[config.mk]
export PLATFORM = sky130hd
export DESIGN_NAME = wr_stretch_top
export DESIGN_NICKNAME = d
export VERILOG_FILES = /design/src/rtl/wr_stretch_pkg.sv /design/src/rtl/wr_stretch_trig.sv /design/src/rtl/wr_stretch_timer.sv /design/src/rtl/wr_stretch_hold.sv /design/src/rtl/wr_stretch_top.sv
export SDC_FILE = /design/constraint.sdc
export NUM_CORES = 1
export LEC_CHECK = 0
export BUFFER_PORTS_ARGS = -buffer_cell sky130_fd_sc_hd__buf_2
export CORE_AREA = 4 4 45 47
export CTS_CLUSTER_SIZE = 14
export DETAILED_ROUTE_END_ITERATION = 16
export DIE_AREA = 0 0 49 51
export PLACE_DENSITY = 0.79
export SYNTH_ARGS = -nofsm -noshare
export SYNTH_HDL_FRONTEND = slang
export SYNTH_SLANG_ARGS = --single-unit
[constraint.sdc]
create_clock -name clk -period 4.6 [get_ports clk]
set_input_delay 0.23 -clock clk [delete_from_list [all_inputs] [get_ports clk]]
set_output_delay 0.23 -clock clk [all_outputs]
set_load 0.02 [all_outputs]
[src/rtl/wr_stretch_pkg.sv]
package wr_stretch_pkg;
  localparam int CHAN_BITS = 2;

  typedef struct packed {
    logic                 cs_n;
    logic [CHAN_BITS-1:0] chan;
  } sel_t;
endpackage

[src/rtl/wr_stretch_trig.sv]
module wr_stretch_trig (
  input  logic clk,
  input  logic rst_n,
  input  logic cs_n,
  input  logic wr_n,
  input  logic addr_ok,
  output logic fire
);
  logic req, req_q;

  assign req  = ~cs_n & ~wr_n & addr_ok;
  assign fire = req & ~req_q;

  always_ff @(posedge clk) begin
    if (!rst_n) req_q <= 1'b0;
    else        req_q <= req;
  end
endmodule

[src/rtl/wr_stretch_timer.sv]
module wr_stretch_timer #(
  parameter int STRETCH_CYCLES = 1250
) (
  input  logic clk,
  input  logic rst_n,
  input  logic fire,
  output logic active,
  output logic load
);
  localparam int CW = $clog2(STRETCH_CYCLES + 1);
  localparam logic [CW-1:0] RELOAD = CW'(STRETCH_CYCLES - 1);

  logic [CW-1:0] count;

  assign load = fire & ~active;

  always_ff @(posedge clk) begin
    if (!rst_n) begin
      active <= 1'b0;
      count  <= '0;
    end else if (load) begin
      active <= 1'b1;
      count  <= RELOAD;
    end else if (active) begin
      if (count == '0) active <= 1'b0;
      else             count  <= count - 1'b1;
    end
  end


  timer_keeps_running_chk: assert property (@(posedge clk) disable iff (!rst_n)
    (active && count != '0) |=> active);


  no_retrigger_chk: assert property (@(posedge clk) disable iff (!rst_n)
    (active && count != '0) |=> (count == $past(count) - 1'b1));
endmodule

[src/rtl/wr_stretch_hold.sv]
module wr_stretch_hold
  import wr_stretch_pkg::*;
(
  input  logic clk,
  input  logic rst_n,
  input  logic capture,
  input  logic active,
  input  sel_t bus_sel,
  output sel_t adc_sel
);
  sel_t held;

  always_ff @(posedge clk) begin
    if (!rst_n)       held <= '{cs_n: 1'b1, chan: '0};
    else if (capture) held <= bus_sel;
  end

  assign adc_sel = active ? held : bus_sel;


  held_stable_chk: assert property (@(posedge clk) disable iff (!rst_n)
    (active && $past(active)) |-> $stable(held));
endmodule

[src/rtl/wr_stretch_top.sv]
module wr_stretch_top
  import wr_stretch_pkg::*;
#(
  parameter int STRETCH_CYCLES = 1250
) (
  input  logic                 clk,
  input  logic                 rst_n,
  input  logic                 bus_cs_n,
  input  logic                 bus_wr_n,
  input  logic                 bus_rd_n,
  input  logic                 bus_addr_ok,
  input  logic [CHAN_BITS-1:0] bus_chan,
  input  logic                 bus_bsel,
  output logic                 adc_cs_n,
  output logic                 adc_wr_n,
  output logic                 adc_rd_n,
  output logic [CHAN_BITS-1:0] adc_chan,
  output logic                 adc_bsel
);
  logic fire, active, load;
  sel_t bus_sel, adc_sel;

  wr_stretch_trig u_trig (
    .clk(clk), .rst_n(rst_n), .cs_n(bus_cs_n), .wr_n(bus_wr_n),
    .addr_ok(bus_addr_ok), .fire(fire)
  );

  wr_stretch_timer #(.STRETCH_CYCLES(STRETCH_CYCLES)) u_timer (
    .clk(clk), .rst_n(rst_n), .fire(fire), .active(active), .load(load)
  );

  assign bus_sel = '{cs_n: bus_cs_n, chan: bus_chan};

  wr_stretch_hold u_hold (
    .clk(clk), .rst_n(rst_n), .capture(load), .active(active),
    .bus_sel(bus_sel), .adc_sel(adc_sel)
  );

  assign adc_cs_n = adc_sel.cs_n;
  assign adc_chan = adc_sel.chan;
  assign adc_wr_n = ~active;
  assign adc_rd_n = bus_rd_n | active;
  assign adc_bsel = bus_bsel;


  start_needs_fire_chk: assert property (@(posedge clk) disable iff (!rst_n)
    $rose(active) |-> $past(fire));


  fire_needs_qual_chk: assert property (@(posedge clk) disable iff (!rst_n)
    fire |-> bus_addr_ok);


  read_blocked_chk: assert property (@(posedge clk) disable iff (!rst_n)
    !adc_wr_n |-> adc_rd_n);
endmodule

==> impl_metrics.py, run 1 <==
metrics = {
    "run_status": {
        "status": "finished, final reports clean",
    },
    "worst_setup_path": {
        "worst-path-max-fanout": 11,
        "crit_chain": "nor4b_1 > o311ai_0 > xor2_1 > a21boi_0",
        "critical_path_class": "register to register",
        "crit_path_end_kind": "register",
        "critical_path.max_stage_delay_ns": 0.67,
        "arrival_ns": 2.25,
        "crit_required_ns": 4.82,
        "cp-start-kind": "register",
        "crit_slowest_cell": "nor4b_1",
    },
    "power": {
        "p_leak_nw": 0.356,
        "power_mw": 0.306,
        "power.density_nw_per_um2": 341,
        "peakVddDrop_uv": 236,
    },
    "timing": {
        "fin_tns_setup_ns": 0,
        "worstMarginPinSlew_ns": 0.739,
        "slew_viol_final": 0,
        "finalCritPeriodShare_pct": 44.1,
        "clock.fmax_ghz": 0.493,
        "whs_ns": 0.171,
        "setup_viol": 0,
        "rsz0062_at_grt": "no",
        "min_period_ns": 2.03,
        "hold_violations": 0,
        "skew_ns": 0.00155,
        "slew_headroom_pct": 50.0,
    },
    "yosys": {
        "syn_inst": 84,
        "synth_edf_count": 0,
        "synth_cell_types": 38,
        "synth.ff_latch_count": 16,
        "synth_area_sq_um": 797,
        "ys.flop_type": "dfxtp_1",
        "yosys_warnings": 0,
        "ys_seq_area_share_pct": 40.2,
        "syn_nets": 94,
        "yosys.area.top_type": "dfxtp_1",
        "async_reset_ff_share_pct": 0,
        "synthTopCellsByArea": "dfxtp_1 40%, mux2_2 4.2%, a21boi_0 3.8%",
        "syn_area_per_cell_sq_um": 9.49,
        "synth_top_area_share_pct": 40.2,
    },
    "grt": {
        "antenna_found_initial": 0,
        "grt_start_max_net_pins": 12,
        "grt_remaining_overflow": 0,
        "grt_pass1_wl_um": 2540,
        "grtUsageTotal_pct": 13.3,
        "first_global_vias": 603,
    },
    "detailed_routing": {
        "ant_nets": 0,
        "drtPass1Iterations": 4,
        "routedWlPerCell_um": 12.6,
        "vias": 637,
        "drt-initial-drc-count": 13,
        "via_per_inst": 5.59,
        "drt-total-wl_um": 1430,
        "drc_errors": 0,
    },
    "die": {
        "initial_utilization_pct": 48.3,
        "io_pins": 15,
        "die_x_um": 49,
        "die_area_sq_um": 2500,
        "core_region_area_sq_um": 1650,
        "die_y_um": 51,
        "num_rows": 15,
    },
    "worst_hold_path": {
        "hp-class": "input pin to register",
    },
    "layout": {
        "nets": 108,
        "diodes": 0,
        "final_cell_mix": "16 x dfxtp_1, 12 x buf_2, 6 x nor2_1, 6 x nand2_1, 4 x a21boi_0",
        "area_growth_pct": 12.7,
        "drive_gt1_share_pct": 27.8,
        "final_common_cell": "dfxtp_1",
    },
    "clock_tree": {
        "numCtsBuffers": 3,
        "worstSkewPairLatency_ns": 0.29,
        "postCtsSetupRepairBufs": 0,
        "path_clk_slew_ns": 0.09,
        "clk_path_buf_depth": 2,
        "cts-resized-gates": 0,
        "cts_max_level": 1,
        "cts_tree": "built",
        "cts-hold-fix-buffers": 0,
        "clock_sinks": 16,
        "ctsRootBufferMaster": "clkbuf_4",
    },
    "placement": {
        "portBuffers": 12,
        "place.gp.congestion": 0.803,
        "place_hpwl_um": 1040,
    },
    "job": {
        "cap_violations": 0,
    },
}
cell usage after synthesis (2+ instances only):
master and number:
nand3b_1 2, or3_1 2, nor4_1 2, xnor2_1 2, xor2_1 3, mux2_2 3
o311ai_0 2, nor2_1 6, or2_2 2, nand2b_1 2, o21ai_0 2, nand2_1 6
mux2i_1 2, nor2b_1 2, a21oi_1 3, inv_1 3, a21boi_0 4, dfxtp_1 16
per-layer routing:
| layer | vias up | global-route usage [%] | part of all wire [%] |
|---|---|---|---|
| li1 | 332 | - | - |
| met1 | 285 | 15.6 | 48 |
| met2 | 16 | 20.2 | 44 |
| met3 | 4 | 5.54 | 5.7 |
| met4 | 0 | 8.07 | 2.9 |
| met5 | - | 0 | 0 |
logic make-up after synthesis:
group | share of synthesized area (%)
buffers and inverters | 3.45
XOR/XNOR | 5.50
AO/OA/AOI/OAI | 18.5
adder cells (fa/ha/maj) | 1.57
flip-flops | 40.2
multiplexers | 6.75
AND/OR/NAND/NOR | 24.0
metrics by stage:
step	cell area [sq um]	setup slack (ns)	util [%]	instances
6_report	898	2.57	54.4	114
3_3_place_gp	862	2.70	52.2	110
5_1_grt	898	2.36	54.4	114
3_5_place_dp	862	2.64	52.2	110
4_1_cts	898	2.62	54.4	114
2_1_floorplan	797	2.82	-	84
layout make-up:
type                            count  area (sq um)
Inverter                            3          11.3
Timing Repair Buffer               12          60.1
Tap cell                           17          21.3
Clock buffer                        4          36.3
Fill cell                         155           753
Sequential cell                    16           320
Multi-Input combinational cell     62           449
where the power goes:
group	switching [mW]	internal (mW)	total (mW)	leakage, nW
combinational	0.0309	0.0282	0.0591	0.205
clock	0.0453	0.0483	0.0936	0.0210
sequential	0.00795	0.146	0.154	0.130
total	0.0842	0.222	0.306	0.356
state kept, by name (all words and copies together), names as in the netlist:
| name | count |
|---|---|
| u_hold.held | 3 |
| u_timer.count | 11 |
| u_timer.active | 1 |
| u_trig.req_q | 1 |
critical path: cells and delay by family, from the launching register on:
kind | cells | cell delay [ns]
xor gates and xnor gates | 1 | 0.20
DFF | 1 | 0.59
and+or+nand+nor | 1 | 0.67
AOI/OAI and AO/OA | 2 | 0.50
path summary, 6_finish.rpt:
kind,start,endpoint,slack (ns),cells after the start
worst min register to register,u_hold.held[2],u_hold.held[2],0.44,2
worst min-delay path,rst_n,u_hold.held[2],0.17,2
worst max register to register,u_timer.active,u_timer.count[5],2.57,4
worst max-delay path,u_timer.active,u_timer.count[5],2.57,4
(Power assumes the default switching activity.)
==> run 2: changes to the inputs <==
Settings changed: CORE_AREA 4 4 45 47 to 4 4 47 49, DIE_AREA 0 0 49 51 to 0 0 51 53, PLACE_DENSITY 0.79 to 0.76.
Clock period 4.6 ns to 1.7 ns, I/O delays scaled along.
==> run 2 against run 1 <==
  * Worst hold slack lost 0.14 ns
  * Utilization rose by 1.1 points
  * Critical endpoint is now u_timer.count[1]
  * Count of clock-buffer cells in the layout is the same
  * Register-to-register slack worse by 2.6 ns
  * Clock power rose to 2.7 times the previous value
==> impl_metrics.py, run 2 (synthesis results as in run 1) <==
metrics = {
    "grt": {
        "grt_start_max_net_pins": 12,
        "grt_remaining_overflow": 0,
        "antenna_found_initial": 0,
        "grtUsageTotal_pct": 13.3,
        "first_global_vias": 650,
        "grt_pass1_wl_um": 2670,
    },
    "layout": {
        "nets": 122,
        "largest_reg_flops": 11,
        "fin_area_sq_um": 1030,
        "nFillCells": 178,
        "drive_gt1_share_pct": 41.4,
        "utilization_pct": 55.5,
        "diodes": 0,
        "fin_cells": 138,
        "area_growth_pct": 29.7,
        "regMostFlops": "u_timer.count",
        "final_cell_mix": "14 x buf_4, 14 x dfxtp_1, 12 x buf_2",
        "largest_registers": "u_timer.count x11, u_hold.held x3",
    },
    "detailed_routing": {
        "routedWlPerCell_um": 11.7,
        "drc_errors": 0,
        "via_per_inst": 5.14,
        "drtPass1Iterations": 4,
        "drt-initial-drc-count": 5,
        "drt-total-wl_um": 1610,
        "vias": 710,
        "ant_nets": 0,
    },
    "worst_setup_path": {
        "critical_path_class": "register to register",
        "worst-path-max-fanout": 5,
        "cp-start-kind": "register",
        "worstReg2RegEnd": "u_timer.count[1]",
        "reg2reg_from": "u_timer.count[0]",
        "reg2reg_slack_ns": 0.01,
        "r2r_cells": 6,
        "arrival_ns": 1.90,
        "crit_path_end_kind": "register",
        "crit_required_ns": 1.91,
    },
    "power": {
        "power.density_nw_per_um2": 852,
        "p_leak_nw": 0.426,
        "peakVddDrop_uv": 519,
    },
    "clock_tree": {
        "numCtsBuffers": 3,
        "worstSkewPairLatency_ns": 0.29,
        "clk_path_buf_depth": 2,
        "path_clk_slew_ns": 0.09,
        "clock_sinks": 16,
        "ctsRootBufferMaster": "clkbuf_4",
        "cts_tree": "built",
        "cts_max_level": 1,
        "cts-hold-fix-buffers": 0,
    },
    "die": {
        "io_pins": 15,
        "num_rows": 16,
        "die_y_um": 53,
        "die_area_sq_um": 2700,
        "die_x_um": 51,
        "initial_utilization_pct": 42.8,
        "core_region_area_sq_um": 1860,
    },
    "timing": {
        "setup_viol": 0,
        "hold_violations": 0,
        "min_period_ns": 1.69,
        "finalCritPeriodShare_pct": 99.3,
        "worstMarginPinSlew_ns": 0.473,
        "skew_ns": 0.00247,
        "slew_headroom_pct": 67.6,
        "fin_tns_setup_ns": 0,
        "worst_slack_ns": 0.0115,
        "clock.fmax_ghz": 0.592,
        "slew_viol_final": 0,
        "rsz0062_at_grt": "yes",
    },
    "placement": {
        "place_area_sq_um": 967,
        "portBuffers": 12,
        "post-place-ws_ns": -0.00471,
        "place_hpwl_um": 1180,
        "place.gp.congestion": 0.821,
        "place_inst": 132,
    },
    "worst_hold_path": {
        "hp-start": "bus_addr_ok",
        "min_delay_worst_endpoint": "u_trig.req_q",
        "min_path_cells": 2,
        "hp-class": "input pin to register",
    },
    "run_status": {
        "status": "finished, final reports clean",
    },
    "job": {
        "cap_violations": 0,
    },
}
[run 2: cell count changes in the layout (fill, tap and decap cells not counted), sizes merged]
| cell | change |
|---|---|
| buf | +14 |
[run 2: per-stage QoR]
step / hold slack (ns) / total power [mW]
floorplan: 0.231 / 0.551
global placement: 0.170 / 0.617
CTS: 0.0230 / 0.888
finish: 0.0315 / 0.880
detailed placement: 0.170 / 0.621
global route: 0.0233 / 0.930
[run 2: how the worst max path moves through the flow]
stage                          start               end  slack [ns]  cells past startpoint
finish              u_timer.count[0]  u_timer.count[1]        0.01                      6
global route        u_timer.count[0]  u_timer.count[1]       -0.08                      6
CTS                 u_timer.count[0]  u_timer.count[1]      -0.003                      6
detailed placement  u_timer.count[0]  u_timer.count[5]      -0.005                      6
global placement    u_timer.count[0]  u_timer.count[5]      -0.005                      6
floorplan           u_timer.count[0]  u_timer.count[1]        0.02                      6
[run 2: cell type report]
cell class | count | area (sq um) | area share [%]
multi-input combinational | 62 | 464 | 44.9
sequential | 16 | 323 | 31.2
timing repair buffer | 26 | 165 | 16.0
clock buffer | 4 | 36.3 | 3.51
tap | 27 | 33.8 | 3.27
inverter | 3 | 11.3 | 1.09
[run 2: routing by layer]
metal | vias up | share of wire [%] | track usage (%)
li1 | 362 | - | -
met1 | 323 | 48 | 16.3
met2 | 23 | 45 | 21.2
met3 | 2 | 6.4 | 5.07
met4 | 0 | 0.62 | 4.48
met5 | - | 0 | 0
[run 2: repair_timing]
item	CTS	global route
pin swaps	2	1
resized for setup	8	0
setup endpoints to repair	3	5
setup buffers	1	1
[run 2: critical path, stage by stage, from the launching register on]
cell	delay, ns
dfxtp_2	0.33
inv_2	0.07
ha_4	0.13
or3b_4	0.40
or3_4	0.39
and3_4	0.16
a211oi_2	0.12
[run 2: power breakdown]
group | internal (mW) | total [mW] | leakage (nW) | switching [mW]
clock | 0.131 | 0.252 | 0.0210 | 0.121
combinational | 0.115 | 0.218 | 0.274 | 0.103
sequential | 0.395 | 0.410 | 0.131 | 0.0150
total | 0.641 | 0.880 | 0.426 | 0.239
